[config.mk]
export PLATFORM = sky130hd
export DESIGN_NAME = thr_ctrl_regbank
export DESIGN_NICKNAME = d
export VERILOG_FILES = /design/src/rtl/thr_pkg.sv /design/src/rtl/thr_addr_decode.sv /design/src/rtl/thr_warm_reset.sv /design/src/rtl/thr_irq_unit.sv /design/src/rtl/thr_ctrl_regbank.sv
export SDC_FILE = /design/constraint.sdc
export NUM_CORES = 1
export LEC_CHECK = 0
export BUFFER_PORTS_ARGS = -buffer_cell sky130_fd_sc_hd__buf_2
export CAP_MARGIN = 15
export CORE_MARGIN = 4
export CORE_UTILIZATION = 35
export CTS_CLUSTER_DIAMETER = 200
export DETAILED_ROUTE_END_ITERATION = 10
export PLACE_DENSITY_LB_ADDON = 0.25
export SKIP_CTS_REPAIR_TIMING = 1
export SLEW_MARGIN = 20
export SYNTH_ARGS = -nofsm -noshare
export SYNTH_HDL_FRONTEND = slang
export SYNTH_SLANG_ARGS = --single-unit
[constraint.sdc]
create_clock -name clk -period 2.25 [get_ports clk]
set_input_delay 0.225 -clock clk [delete_from_list [all_inputs] [get_ports clk]]
set_output_delay 0.225 -clock clk [all_outputs]
set_load 0.01 [all_outputs]
[src/rtl/thr_pkg.sv]
package thr_pkg;

    localparam int unsigned WIN_BITS = 7;
    localparam int unsigned NSRC     = 3;
    localparam int unsigned IRQ_POS [NSRC] = '{0, 1, 4};

    localparam logic [6:0] OFS_WRST  = 7'h00;
    localparam logic [6:0] OFS_EN    = 7'h04;
    localparam logic [6:0] OFS_SUSP  = 7'h08;
    localparam logic [6:0] OFS_STAT  = 7'h0C;
    localparam logic [6:0] OFS_ISTAT = 7'h10;
    localparam logic [6:0] OFS_IEN   = 7'h14;
    localparam logic [6:0] OFS_CURPC = 7'h20;
    localparam logic [6:0] OFS_ENDPC = 7'h24;
    localparam logic [6:0] OFS_WAIT  = 7'h30;
    localparam logic [6:0] OFS_PRIO  = 7'h40;

    typedef enum logic [3:0] {
        SEL_NONE,
        SEL_WRST,
        SEL_EN,
        SEL_SUSP,
        SEL_STAT,
        SEL_ISTAT,
        SEL_IEN,
        SEL_CURPC,
        SEL_ENDPC,
        SEL_WAIT,
        SEL_PRIO
    } sel_e;

    typedef struct packed {
        logic        valid;
        logic        write;
        sel_e        sel;
        logic [31:0] data;
    } bus_cmd_t;

    function automatic int unsigned window_base(input int unsigned idx);
        return 32'h100 + 32'h80 * idx;
    endfunction

    function automatic sel_e decode_offset(input logic [6:0] ofs);
        case (ofs)
            OFS_WRST:  return SEL_WRST;
            OFS_EN:    return SEL_EN;
            OFS_SUSP:  return SEL_SUSP;
            OFS_STAT:  return SEL_STAT;
            OFS_ISTAT: return SEL_ISTAT;
            OFS_IEN:   return SEL_IEN;
            OFS_CURPC: return SEL_CURPC;
            OFS_ENDPC: return SEL_ENDPC;
            OFS_WAIT:  return SEL_WAIT;
            OFS_PRIO:  return SEL_PRIO;
            default:   return SEL_NONE;
        endcase
    endfunction

endpackage

[src/rtl/thr_addr_decode.sv]
module thr_addr_decode
    import thr_pkg::*;
#(
    parameter int unsigned ADDR_W     = 16,
    parameter int unsigned THREAD_IDX = 0
) (
    input  logic              valid,
    input  logic              write,
    input  logic [ADDR_W-1:0] addr,
    input  logic [31:0]       wdata,
    output bus_cmd_t          cmd
);
    localparam logic [ADDR_W-1:0] BASE = ADDR_W'(window_base(THREAD_IDX));

    logic hit;

    always_comb begin
        hit       = (addr[ADDR_W-1:WIN_BITS] == BASE[ADDR_W-1:WIN_BITS]);
        cmd.valid = valid & hit;
        cmd.write = write;
        cmd.sel   = hit ? decode_offset(addr[WIN_BITS-1:0]) : SEL_NONE;
        cmd.data  = wdata;
    end
endmodule

[src/rtl/thr_warm_reset.sv]
module thr_warm_reset #(
    parameter int unsigned RST_CYCLES = 4
) (
    input  logic clk,
    input  logic rst,
    input  logic start,
    output logic active
);
    localparam int unsigned CNT_W = (RST_CYCLES > 1) ? $clog2(RST_CYCLES) : 1;

    logic [CNT_W-1:0] cnt_q;

    always_ff @(posedge clk) begin
        if (rst) begin
            active <= 1'b0;
            cnt_q  <= '0;
        end else if (!active) begin
            if (start) begin
                active <= 1'b1;
                cnt_q  <= CNT_W'(RST_CYCLES - 1);
            end
        end else if (cnt_q == '0) begin
            active <= 1'b0;
        end else begin
            cnt_q <= cnt_q - 1'b1;
        end
    end
endmodule

[src/rtl/thr_irq_unit.sv]
module thr_irq_unit #(
    parameter int unsigned NSRC = 3
) (
    input  logic            clk,
    input  logic            rst,
    input  logic            clr,
    input  logic            st_wr,
    input  logic            en_wr,
    input  logic [NSRC-1:0] wbits,
    input  logic [NSRC-1:0] evt,
    output logic [NSRC-1:0] st,
    output logic [NSRC-1:0] en,
    output logic            irq
);
    for (genvar g = 0; g < NSRC; g++) begin : g_src
        always_ff @(posedge clk) begin
            if (rst || clr) begin
                st[g] <= 1'b0;
            end else if (evt[g]) begin
                st[g] <= 1'b1;
            end else if (st_wr && !wbits[g]) begin
                st[g] <= 1'b0;
            end
        end

        always_ff @(posedge clk) begin
            if (rst) begin
                en[g] <= 1'b0;
            end else if (en_wr) begin
                en[g] <= wbits[g];
            end
        end
    end

    assign irq = |(st & en);
endmodule

[src/rtl/thr_ctrl_regbank.sv]
module thr_ctrl_regbank
    import thr_pkg::*;
#(
    parameter int unsigned ADDR_W     = 16,
    parameter int unsigned THREAD_IDX = 2,
    parameter int unsigned PC_W       = 32,
    parameter int unsigned PRIO_W     = 3,
    parameter int unsigned RST_CYCLES = 4
) (
    input  logic              clk,
    input  logic              rst,
    input  logic              bus_valid,
    input  logic              bus_write,
    input  logic [ADDR_W-1:0] bus_addr,
    input  logic [31:0]       bus_wdata,
    output logic              bus_rvalid,
    output logic [31:0]       bus_rdata,
    output logic              thr_rst_req,
    output logic              thr_enable,
    output logic              thr_suspend_req,
    output logic              thr_pc_load,
    output logic [PC_W-1:0]   thr_pc_value,
    output logic [PC_W-1:0]   thr_end_pc,
    output logic [PRIO_W-1:0] thr_priority,
    input  logic              thr_suspended,
    input  logic              thr_waiting,
    input  logic [PC_W-1:0]   thr_cur_pc,
    input  logic              thr_done_evt,
    input  logic [1:0]        thr_err_evt,
    output logic              thr_irq
);
    bus_cmd_t cmd;
    logic wr, rd, wrst_start, hold_clr, rst_active;
    logic [NSRC-1:0] irq_wbits, irq_evt, irq_st, irq_en;
    logic [31:0] ist_word, ien_word, rd_mux;

    thr_addr_decode #(.ADDR_W(ADDR_W), .THREAD_IDX(THREAD_IDX)) u_dec (
        .valid (bus_valid),
        .write (bus_write),
        .addr  (bus_addr),
        .wdata (bus_wdata),
        .cmd   (cmd)
    );

    assign wr = cmd.valid & cmd.write;
    assign rd = cmd.valid & ~cmd.write;
    assign wrst_start = wr && (cmd.sel == SEL_WRST) && cmd.data[0] && !rst_active;
    assign hold_clr = wrst_start | rst_active;

    thr_warm_reset #(.RST_CYCLES(RST_CYCLES)) u_wrst (
        .clk    (clk),
        .rst    (rst),
        .start  (wrst_start),
        .active (rst_active)
    );
    assign thr_rst_req = rst_active;

    assign irq_evt = {thr_err_evt[1], thr_err_evt[0], thr_done_evt};
    for (genvar g = 0; g < NSRC; g++) begin : g_wbits
        assign irq_wbits[g] = cmd.data[IRQ_POS[g]];
    end

    thr_irq_unit #(.NSRC(NSRC)) u_irq (
        .clk   (clk),
        .rst   (rst),
        .clr   (hold_clr),
        .st_wr (wr && (cmd.sel == SEL_ISTAT)),
        .en_wr (wr && (cmd.sel == SEL_IEN)),
        .wbits (irq_wbits),
        .evt   (rst_active ? '0 : irq_evt),
        .st    (irq_st),
        .en    (irq_en),
        .irq   (thr_irq)
    );

    always_comb begin
        ist_word = '0;
        ien_word = '0;
        for (int i = 0; i < NSRC; i++) begin
            ist_word[IRQ_POS[i]] = irq_st[i];
            ien_word[IRQ_POS[i]] = irq_en[i];
        end
    end

    always_ff @(posedge clk) begin
        if (rst || hold_clr) begin
            thr_enable      <= 1'b0;
            thr_suspend_req <= 1'b0;
        end else if (wr) begin
            if (cmd.sel == SEL_EN)   thr_enable      <= cmd.data[0];
            if (cmd.sel == SEL_SUSP) thr_suspend_req <= cmd.data[0];
        end
    end

    always_ff @(posedge clk) begin
        if (rst) begin
            thr_end_pc   <= '0;
            thr_priority <= '0;
            thr_pc_load  <= 1'b0;
            thr_pc_value <= '0;
        end else begin
            thr_pc_load <= wr && (cmd.sel == SEL_CURPC);
            if (wr && cmd.sel == SEL_CURPC) thr_pc_value <= cmd.data[PC_W-1:0];
            if (wr && cmd.sel == SEL_ENDPC) thr_end_pc   <= cmd.data[PC_W-1:0];
            if (wr && cmd.sel == SEL_PRIO)  thr_priority <= cmd.data[PRIO_W-1:0];
        end
    end

    always_comb begin
        rd_mux = '0;
        case (cmd.sel)
            SEL_WRST:  rd_mux[0] = rst_active;
            SEL_EN:    rd_mux[0] = thr_enable;
            SEL_SUSP:  rd_mux[0] = thr_suspend_req;
            SEL_STAT:  rd_mux[1] = thr_suspended | ~thr_enable;
            SEL_ISTAT: rd_mux = ist_word;
            SEL_IEN:   rd_mux = ien_word;
            SEL_CURPC: rd_mux = 32'(thr_cur_pc);
            SEL_ENDPC: rd_mux = 32'(thr_end_pc);
            SEL_WAIT:  rd_mux[31] = thr_waiting;
            SEL_PRIO:  rd_mux = 32'(thr_priority);
            default:   rd_mux = '0;
        endcase
    end

    always_ff @(posedge clk) begin
        if (rst) begin
            bus_rvalid <= 1'b0;
            bus_rdata  <= '0;
        end else begin
            bus_rvalid <= rd;
            if (rd) bus_rdata <= rd_mux;
        end
    end
endmodule

Word-level counts from Yosys, hierarchy flattened
Index checks and enable logic that the tools add are counted.
{"block": "word_totals", "reg_bits": 112, "in_bits": 89, "out_inout_bits": 105, "word_cells": 91}
{"block": "op_classes", "add_sub_neg": 1, "eq_ne": 21, "mux": 19, "bitwise_logic": 8, "reduce_logical": 26}
{"op": "$pmux W29 S5", "n": 1}
{"op": "$pmux W4 S10", "n": 1}
{"op": "$eq A7 B6 Y1 const B", "n": 3}
{"op": "$eq A4 B3 Y1 const B", "n": 4}
{"op": "$eq A7 B4 Y1 const B", "n": 2}
{"op": "$eq A7 B5 Y1 const B", "n": 2}
{"op": "$eq A4 B4 Y1 const B", "n": 3}
{"op": "$logic_and A1 B1 Y1", "n": 11}
{"op": "$eq A9 B3 Y1 const B", "n": 1}
{"op": "$mux W1", "n": 9}
{"op": "$eq A4 B2 Y1 const B", "n": 2}
{"op": "$pmux W1 S8", "n": 1}
{"op": "$reduce_bool A2 Y1", "n": 4}
{"op": "$eq A7 B3 Y1 const B", "n": 1}
{"op": "$eq A7 B7 Y1 const B", "n": 1}
{"op": "$logic_not A7 Y1", "n": 1}
{"op": "$mux W2", "n": 3}
{"op": "$pmux W1 S6", "n": 1}
{"op": "$reduce_and A2 Y1", "n": 3}
{"op": "$eq A4 B1 Y1 const B", "n": 1}
{"op": "$logic_not A1 Y1", "n": 4}
{"op": "$mux W4", "n": 1}
{"op": "$and A1 B1 Y1", "n": 3}
{"op": "$and A3 B3 Y3", "n": 1}
{"op": "other kinds (9)", "n": 11}

Logic depth before layout (Yosys ltp)
Gate-level depths: netlist (run 1).
{"block": "depth", "depth_word": 9, "mapped_depth": 10, "ltp_nobuf": 6}

Cells and area by module
Synthesis (run 1) repeated with hierarchy kept, for this count alone.
{"block": "unflattened", "hier_cells": 636, "hier_area_um2": 5096.1}
{"module": "thr_ctrl_regbank", "instances": 1, "cells_each": 538, "area_per_inst_um2": 4281.6, "seq_area_each_um2": 2062.0}
{"module": "thr_addr_decode", "instances": 1, "cells_each": 62, "area_per_inst_um2": 444.2, "seq_area_each_um2": 0.0}
{"module": "thr_irq_unit", "instances": 1, "cells_each": 23, "area_per_inst_um2": 232.7, "seq_area_each_um2": 120.1}
{"module": "thr_warm_reset", "instances": 1, "cells_each": 13, "area_per_inst_um2": 137.6, "seq_area_each_um2": 60.1}

Worst setup path after synthesis (run 1)
No wires, ideal clock.
{"block": "synth_timing", "path_type": "input-to-reg", "from": "input port bus_addr[3]", "to": "register thr_end_pc[10]", "setup_time_ns": 0.132, "arrival_time_ns": 1.820, "path_slack_ns": 0.297, "path_stages": 8, "path_cell_list": "buf_2 or3_1 nor3_2 or4b_1 clkbuf_1 buf_2 nand2_1 a21oi_1"}
{"block": "synth_via", "elab_chain_len": 5, "elab_cells_between_ends": 14}
{"item": "start: declaration", "line_no": "thr_ctrl_regbank.sv:14", "rtl": "input logic [ADDR_W-1:0] bus_addr,"}
{"item": "$eq A7 B7 Y1 (tied with other cells)", "line_no": "thr_pkg.sv:44", "rtl": "case (ofs)"}
{"item": "$pmux W4 S10 *", "line_no": "thr_pkg.sv:44"}
{"item": "$mux W4 *", "line_no": "thr_addr_decode.sv:21", "rtl": "cmd.sel = hit ? decode_offset(addr[WIN_BITS-1:0]) : SEL_NONE;"}
{"item": "$eq A4 B4 Y1 *", "line_no": "thr_ctrl_regbank.sv:104", "rtl": "if (wr && cmd.sel == SEL_ENDPC) thr_end_pc <= cmd.data[PC_W-1:0];"}
{"item": "$logic_and A1 B1 Y1 *", "line_no": "thr_ctrl_regbank.sv:104"}
{"item": "end signal: assignment", "line_no": "thr_ctrl_regbank.sv:104"}
{"item": "end: declaration", "line_no": "thr_ctrl_regbank.sv:23", "rtl": "output logic [PC_W-1:0] thr_end_pc,"}
Mark *: on every way between the ends. The rest lies on a longest branch, timed or not.
A chain may end at the register's enable or synchronous reset.

Worst setup path in the final report (run 1)
{"block": "layout_timing", "from": "input port bus_addr[11]", "to": "register u_irq.st[2]"}
{"block": "layout_via", "elab_chain_len": 8, "elab_cells_between_ends": 14}
{"item": "$eq A9 B3 Y1 *", "line_no": "thr_addr_decode.sv:18", "rtl": "hit = (addr[ADDR_W-1:WIN_BITS] == BASE[ADDR_W-1:WIN_BITS]);"}
{"item": "$mux W4 or $and A1 B1 Y1 (tied branches)", "line_no": "thr_addr_decode.sv:21, thr_addr_decode.sv:19"}
{"item": "$eq A4 B1 Y1 or $and A1 B1 Y1 (tied branches)", "line_no": "thr_ctrl_regbank.sv:47, thr_ctrl_regbank.sv:45"}
{"item": "$logic_and A1 B1 Y1 (3 in a row)", "line_no": "thr_ctrl_regbank.sv:47", "rtl": "assign wrst_start = wr && (cmd.sel == SEL_WRST) && cmd.data[0] && !rst_active;"}
{"item": "$or A1 B1 Y1", "line_no": "thr_ctrl_regbank.sv:48", "rtl": "assign hold_clr = wrst_start | rst_active;"}
{"item": "$logic_or A1 B1 Y1", "line_no": "thr_irq_unit.sv:17", "rtl": "if (rst || clr) begin"}
{"item": "end signal: indexed assignment", "line_no": "thr_irq_unit.sv:18", "rtl": "st[g] <= 1'b0;"}
{"item": "end signal: indexed assignment", "line_no": "thr_irq_unit.sv:20", "rtl": "st[g] <= 1'b1;"}
{"item": "end signal: indexed assignment", "line_no": "thr_irq_unit.sv:22", "rtl": "st[g] <= 1'b0;"}
{"item": "end: declaration", "line_no": "thr_irq_unit.sv:11", "rtl": "output logic [NSRC-1:0] st,"}
Marks and branches as above.

==> results of run 1 <==
==> where the power goes <==
part           switching (mW)  internal, mW  leakage [nW]
combinational           0.138        0.0961          1.60
sequential            0.00335          1.98         0.903
clock                   0.743         0.793         0.142
==> registers in the layout, summed over array words and instances (netlist names) <==
register         count
bus_rdata           32
bus_rvalid           1
thr_enable           1
thr_end_pc          32
thr_pc_load          1
thr_pc_value        32
thr_priority         3
thr_suspend_req      1
u_irq.en             3
u_irq.st             3
u_wrst.active        1
u_wrst.cnt_q         2
==> per-stage QoR <==
stage                     cells  utilization (%)  setup TNS [ns]  setup slack, ns  instance area [sq um]
after floorplan             599                -               0            0.297                   4820
after global placement      950             45.6               0           0.0409                   6080
after detailed placement    950             45.6          -0.222          -0.0433                   6080
after CTS                   966             47.7               0            0.316                   6360
after global routing        967             47.7               0           0.0831                   6370
final                       967             47.7               0            0.267                   6370
==> layout by cell type, fill, tap and decap left out, drive strengths merged, types with 3 or more instances in the layout <==
cell type and instances:
buf 221, nand2 175, dfxtp 112, a21oi 77, o21ai 41, a22oi 30
nor2 20, clkbuf 11, nor3 8, nand3 7, nor2b 6, mux2i 6
nand4 6, inv 6, nand2b 4, or4b 4, nor3b 4, or3 3
and2 3, or4bb 3, a31oi 3, clkinv 3, nor4 3
==> routing by layer <==
| metal | share of wire (%) | GRT usage, % | routed length, um | up-vias |
|---|---|---|---|---|
| li1 | - | - | - | 2447 |
| met1 | 46 | 28.6 | 7640 | 2321 |
| met2 | 44 | 30.5 | 7300 | 213 |
| met3 | 7.8 | 4.95 | 1300 | 28 |
| met4 | 2.3 | 7.65 | 378 | 0 |
| met5 | 0 | 0 | 0 | - |
==> final timing paths <==
path                      start          endpoint  slack (ns)  cells past startpoint
setup / recovery   bus_addr[11]       u_irq.st[2]        0.27                      9
hold / removal    bus_wdata[28]  thr_pc_value[28]        0.13                      3
setup reg to reg  u_wrst.active      bus_rdata[0]        0.76                      4
hold reg to reg   bus_rdata[14]     bus_rdata[14]        0.45                      2
==> cell families after synthesis <==
group	synth area share, %
mux	1.48
flops	46.5
simple gates	24.8
compound gates	21.4
fa+ha+maj	0.259
buf+inv	5.19
xor+xnor	0.363
==> worst min-delay path, cell delays in order <==
cell and delay (ns):
buf_2 0.11, nand2_1 0.05, a21oi_1 0.06
==> final cells by class <==
type,count,area (sq um),area share [%]
clock buffers,11,243,3.81
flip-flops and latches,112,2240,35.2
well taps,176,220,3.46
clock inverters,5,38.8,0.609
multi-input cells,437,2350,36.8
inverters,4,15.0,0.236
repair buffers,221,1260,19.8
diodes,1,2.50,0.0393
==> results.json, run 1 <==
{
  "ios": 194,
  "setup_violations": 0,
  "seq_area_frac_synth_pct": 46.5,
  "cp_max_fo": 8,
  "overflow": 0,
  "gp_congestion": 0.894,
  "synth.area.top_cells": "dfxtp_1 (46%), nand2_1 (14%), a21oi_1 (7.9%)",
  "synth.most_common_cell": "nand2_1",
  "slew_violations": 0,
  "rsz0062_at_grt": "false",
  "grt_max_degree": 54,
  "ys_types": 59,
  "synth_warnings": 0,
  "yosys.area.top_type": "dfxtp_1",
  "final_nets": 875,
  "synthToLayoutAreaGrowth_pct": 32.1,
  "crit_slowest_cell": "o21ai_0",
  "drive_above_1_share_pct": 32.3,
  "initial_core_util_pct": 36.1,
  "synth_cells": 599,
  "crit_required_ns": 2.45,
  "clock_path_buffers": 2,
  "power.leakage_nw": 2.64,
  "synthArstFlopShare_pct": 0,
  "drc": 0,
  "worstSetupEndpointType": "register",
  "max_cap_viol_count": 0,
  "cpLargestDelayFamily": "simple AND/OR/NAND/NOR gates",
  "cp_cell_sequence": "buf_2 > nor4_2 > nand3_1 > buf_4 > nor3_2 > buf_4 > nand3_1 > o21ai_0 > a21oi_1",
  "fill_cells": 1389,
  "root_buffer": "clkbuf_16",
  "worstSetupPathType": "in -> reg",
  "ys_ff_latch": 112,
  "synth_edf_count": 0,
  "startpoint_type": "primary input",
  "critical_path.max_stage_delay_ns": 0.51,
  "die-height_um": 125,
  "grt_pass1_wl_mm": 25.7,
  "p_total_mw": 3.76,
  "hp-class": "in -> reg",
  "ir_worst_vdd_uv": 405,
  "finalHoldViolCount": 0,
  "clock_latency_ns": 0.35,
  "timing.hold.ws_ns": 0.127,
  "drt_wl_total_mm": 16.6,
  "first_pass_iters": 7,
  "coreArea_sq_um": 13300,
  "hpwl_mm": 12.9,
  "fp.dieArea_sq_um": 15700,
  "fin_skew_ns": 0.00638,
  "synth_area_sq_um": 4820,
  "synthFlopType": "dfxtp_1",
  "layout_min_cycle_time_ns": 1.98,
  "die_w_um": 125,
  "cts_tree": "built",
  "grt_usage_pct": 20.4,
  "tritoncts.num_buffers": 9,
  "period_share_pct": 88.2,
  "htree_levels": 3,
  "antenna_left": 0,
  "clock_sinks": 112,
  "synth_commonest_cells": "nand2_1 (175), dfxtp_1 (112), a21oi_1 (76)",
  "num_rows": 42,
  "crit_arrival_ns": 2.19,
  "syn_nets": 689,
  "grt_pass1_vias": 4793,
  "drt-wirelength-per-cell_um": 17.2,
  "slew_headroom_pct": 57.4,
  "portBuffers": 193,
  "via_per_inst": 5.18,
  "cts.clk_slew.worst_paths_ns": 0.07,
  "outcome": "finished clean",
  "avgSynthCellArea_sq_um": 8.05,
  "grt_antenna_before_repair": 1,
  "tightest_slew_ns": 0.638,
  "dr.first_iter.drc_count": 376,
  "powerDensity_nw_per_um2": 590,
  "fmax_mhz": 504,
  "crit_buf_inv": 3,
  "dr_total_vias": 5009,
  "yosys.area.top_type_share_pct": 46.5
}
Note: power is estimated with default switching activity, not from simulation.
==> run 2: changes to the inputs <==
Settings changed: REMOVE_ABC_BUFFERS set to 1.
==> results.json, run 2 (same netlist as run 1, synthesis figures left out) <==
{
  "crit_cells": 7,
  "clock_sinks": 112,
  "power.leakage_nw": 2.62,
  "worstSetupPathType": "in -> reg",
  "setup_violations": 0,
  "fin_cells": 967,
  "final.setup.tns_ns": 0,
  "cp_max_fo": 29,
  "grt_antenna_before_repair": 1,
  "cpLargestDelayFamily": "compound AO/OA/AOI/OAI gates",
  "period_share_pct": 84.1,
  "fmax_mhz": 529,
  "ios": 194,
  "critPathCapture": "bus_rdata[22]",
  "powerDensity_nw_per_um2": 592,
  "fin_ws_ns": 0.359,
  "first_pass_iters": 5,
  "cts.clk_slew.worst_paths_ns": 0.08,
  "tritoncts.num_buffers": 9,
  "synthToLayoutAreaGrowth_pct": 31.0,
  "placed_cell_area_sq_um": 6030,
  "p_total_mw": 3.74,
  "drt_wl_total_mm": 16.0,
  "cp_cell_sequence": "buf_2 > or4bb_1 > a31oi_2 > a21boi_1 > o21ai_2 > buf_12 > o21ai_0",
  "cts_tree": "built",
  "die-height_um": 125,
  "outcome": "finished clean",
  "slew_headroom_pct": 59.9,
  "fp.dieArea_sq_um": 15700,
  "grt_pass1_wl_mm": 25.0,
  "via_per_inst": 5.18,
  "hp-class": "in -> reg",
  "slew_violations": 0,
  "clock_path_buffers": 2,
  "layout_common_cells": "buf_2 (193), nand2_1 (175), dfxtp_1 (112)",
  "startpoint_type": "primary input",
  "reg_top3": "bus_rdata x32, thr_end_pc x32, thr_pc_value x32",
  "dr.first_iter.drc_count": 329,
  "max_cap_viol_count": 0,
  "r2r_slack_ns": 0.80,
  "tightest_slew_ns": 0.600,
  "r2r-end": "bus_rdata[0]",
  "finalHoldViolCount": 0,
  "crit_required_ns": 2.52,
  "die_w_um": 125,
  "r2r_start": "u_wrst.active",
  "final_common_cell": "buf_2",
  "preCtsSetupSlack_ns": -0.00548,
  "grt_pass1_vias": 4812,
  "ir_worst_vdd_uv": 306,
  "dr_total_vias": 5012,
  "initial_core_util_pct": 36.1,
  "place_inst": 950,
  "antenna_left": 0,
  "grt_usage_pct": 19.7,
  "reg2regPathDepth": 4,
  "root_buffer": "clkbuf_16",
  "coreArea_sq_um": 13300,
  "hpwl_mm": 12.1,
  "worstSetupEndpointType": "register",
  "final_nets": 875,
  "crit_arrival_ns": 2.16,
  "num_rows": 42,
  "crit_slowest_cell": "or4bb_1",
  "grt_max_degree": 38,
  "rsz0062_at_grt": "false",
  "overflow": 0,
  "drt-wirelength-per-cell_um": 16.5,
  "portBuffers": 193,
  "clock_latency_ns": 0.35,
  "critical_path.max_stage_delay_ns": 0.57,
  "gp_congestion": 0.849,
  "layout_min_cycle_time_ns": 1.89,
  "fin_skew_ns": 0.0119,
  "drc": 0,
  "critPathLaunch": "bus_addr[3]",
  "fin_area_sq_um": 6320,
  "htree_levels": 3,
  "drive_above_1_share_pct": 32.3,
  "crit_buf_inv": 2
}
run 2: cell types whose count changed in the layout (fill, tap and decap cells not counted):
cell / change
buf_12: -4
buf_4: +4
clkinvlp_4: +2
clkbuf_8: -1
clkinv_2: -1
clkinv_4: -1
inv_8: +1
nor2_2: +1
nor2_4: -1
run 2: through the flow:
stage / utilization (%) / hold WS, ns
6_report: 47.3 / 0.121
5_1_grt: 47.3 / 0.103
3_3_place_gp: 45.2 / 0.429
3_5_place_dp: 45.2 / 0.440
2_1_floorplan: - / 0.291
4_1_cts: 47.3 / 0.109
run 2: worst min-delay path by stage:
stage                        startpoint              end  slack, ns  cells after the start
after floorplan                     rst  u_wrst.cnt_q[1]       0.29                      1
after global placement    bus_rdata[28]    bus_rdata[28]       0.43                      2
after detailed placement  bus_rdata[17]    bus_rdata[17]       0.44                      2
after CTS                  bus_wdata[5]  thr_pc_value[5]       0.11                      3
after global routing      bus_wdata[31]   thr_end_pc[31]       0.10                      3
final                     bus_wdata[31]   thr_end_pc[31]       0.12                      3
run 2: layout make-up:
cell class	instances	area [sq um]
Clock inverter	6	51.3
Tap cell	176	220
Timing Repair Buffer	221	1210
Multi-Input combinational cell	437	2340
Sequential cell	112	2240
Fill cell	1353	7030
Antenna cell	1	2.50
Clock buffer	10	229
Inverter	4	15.0
run 2: metal layers:
| metal | track usage, % | up-vias | part of all wire, % |
|---|---|---|---|
| met2 | 33.3 | 164 | 49 |
| li1 | - | 2443 | - |
| met4 | 9.38 | 0 | 3.0 |
| met3 | 4.43 | 32 | 5.8 |
| met5 | 0 | - | 0 |
| met1 | 23.7 | 2373 | 42 |
run 2: where the power goes:
group | total (mW) | switching [mW] | internal [mW]
clock network | 1.52 | 0.755 | 0.770
registers | 1.99 | 0.00304 | 1.98
logic | 0.228 | 0.134 | 0.0945
run 2: worst reg2reg max path, cell delays in order, from the launching register on:
cell	delay (ns)
dfxtp_1	0.40
nor4b_1	0.18
o211a_1	0.22
a221o_1	0.26
o31a_1	0.29
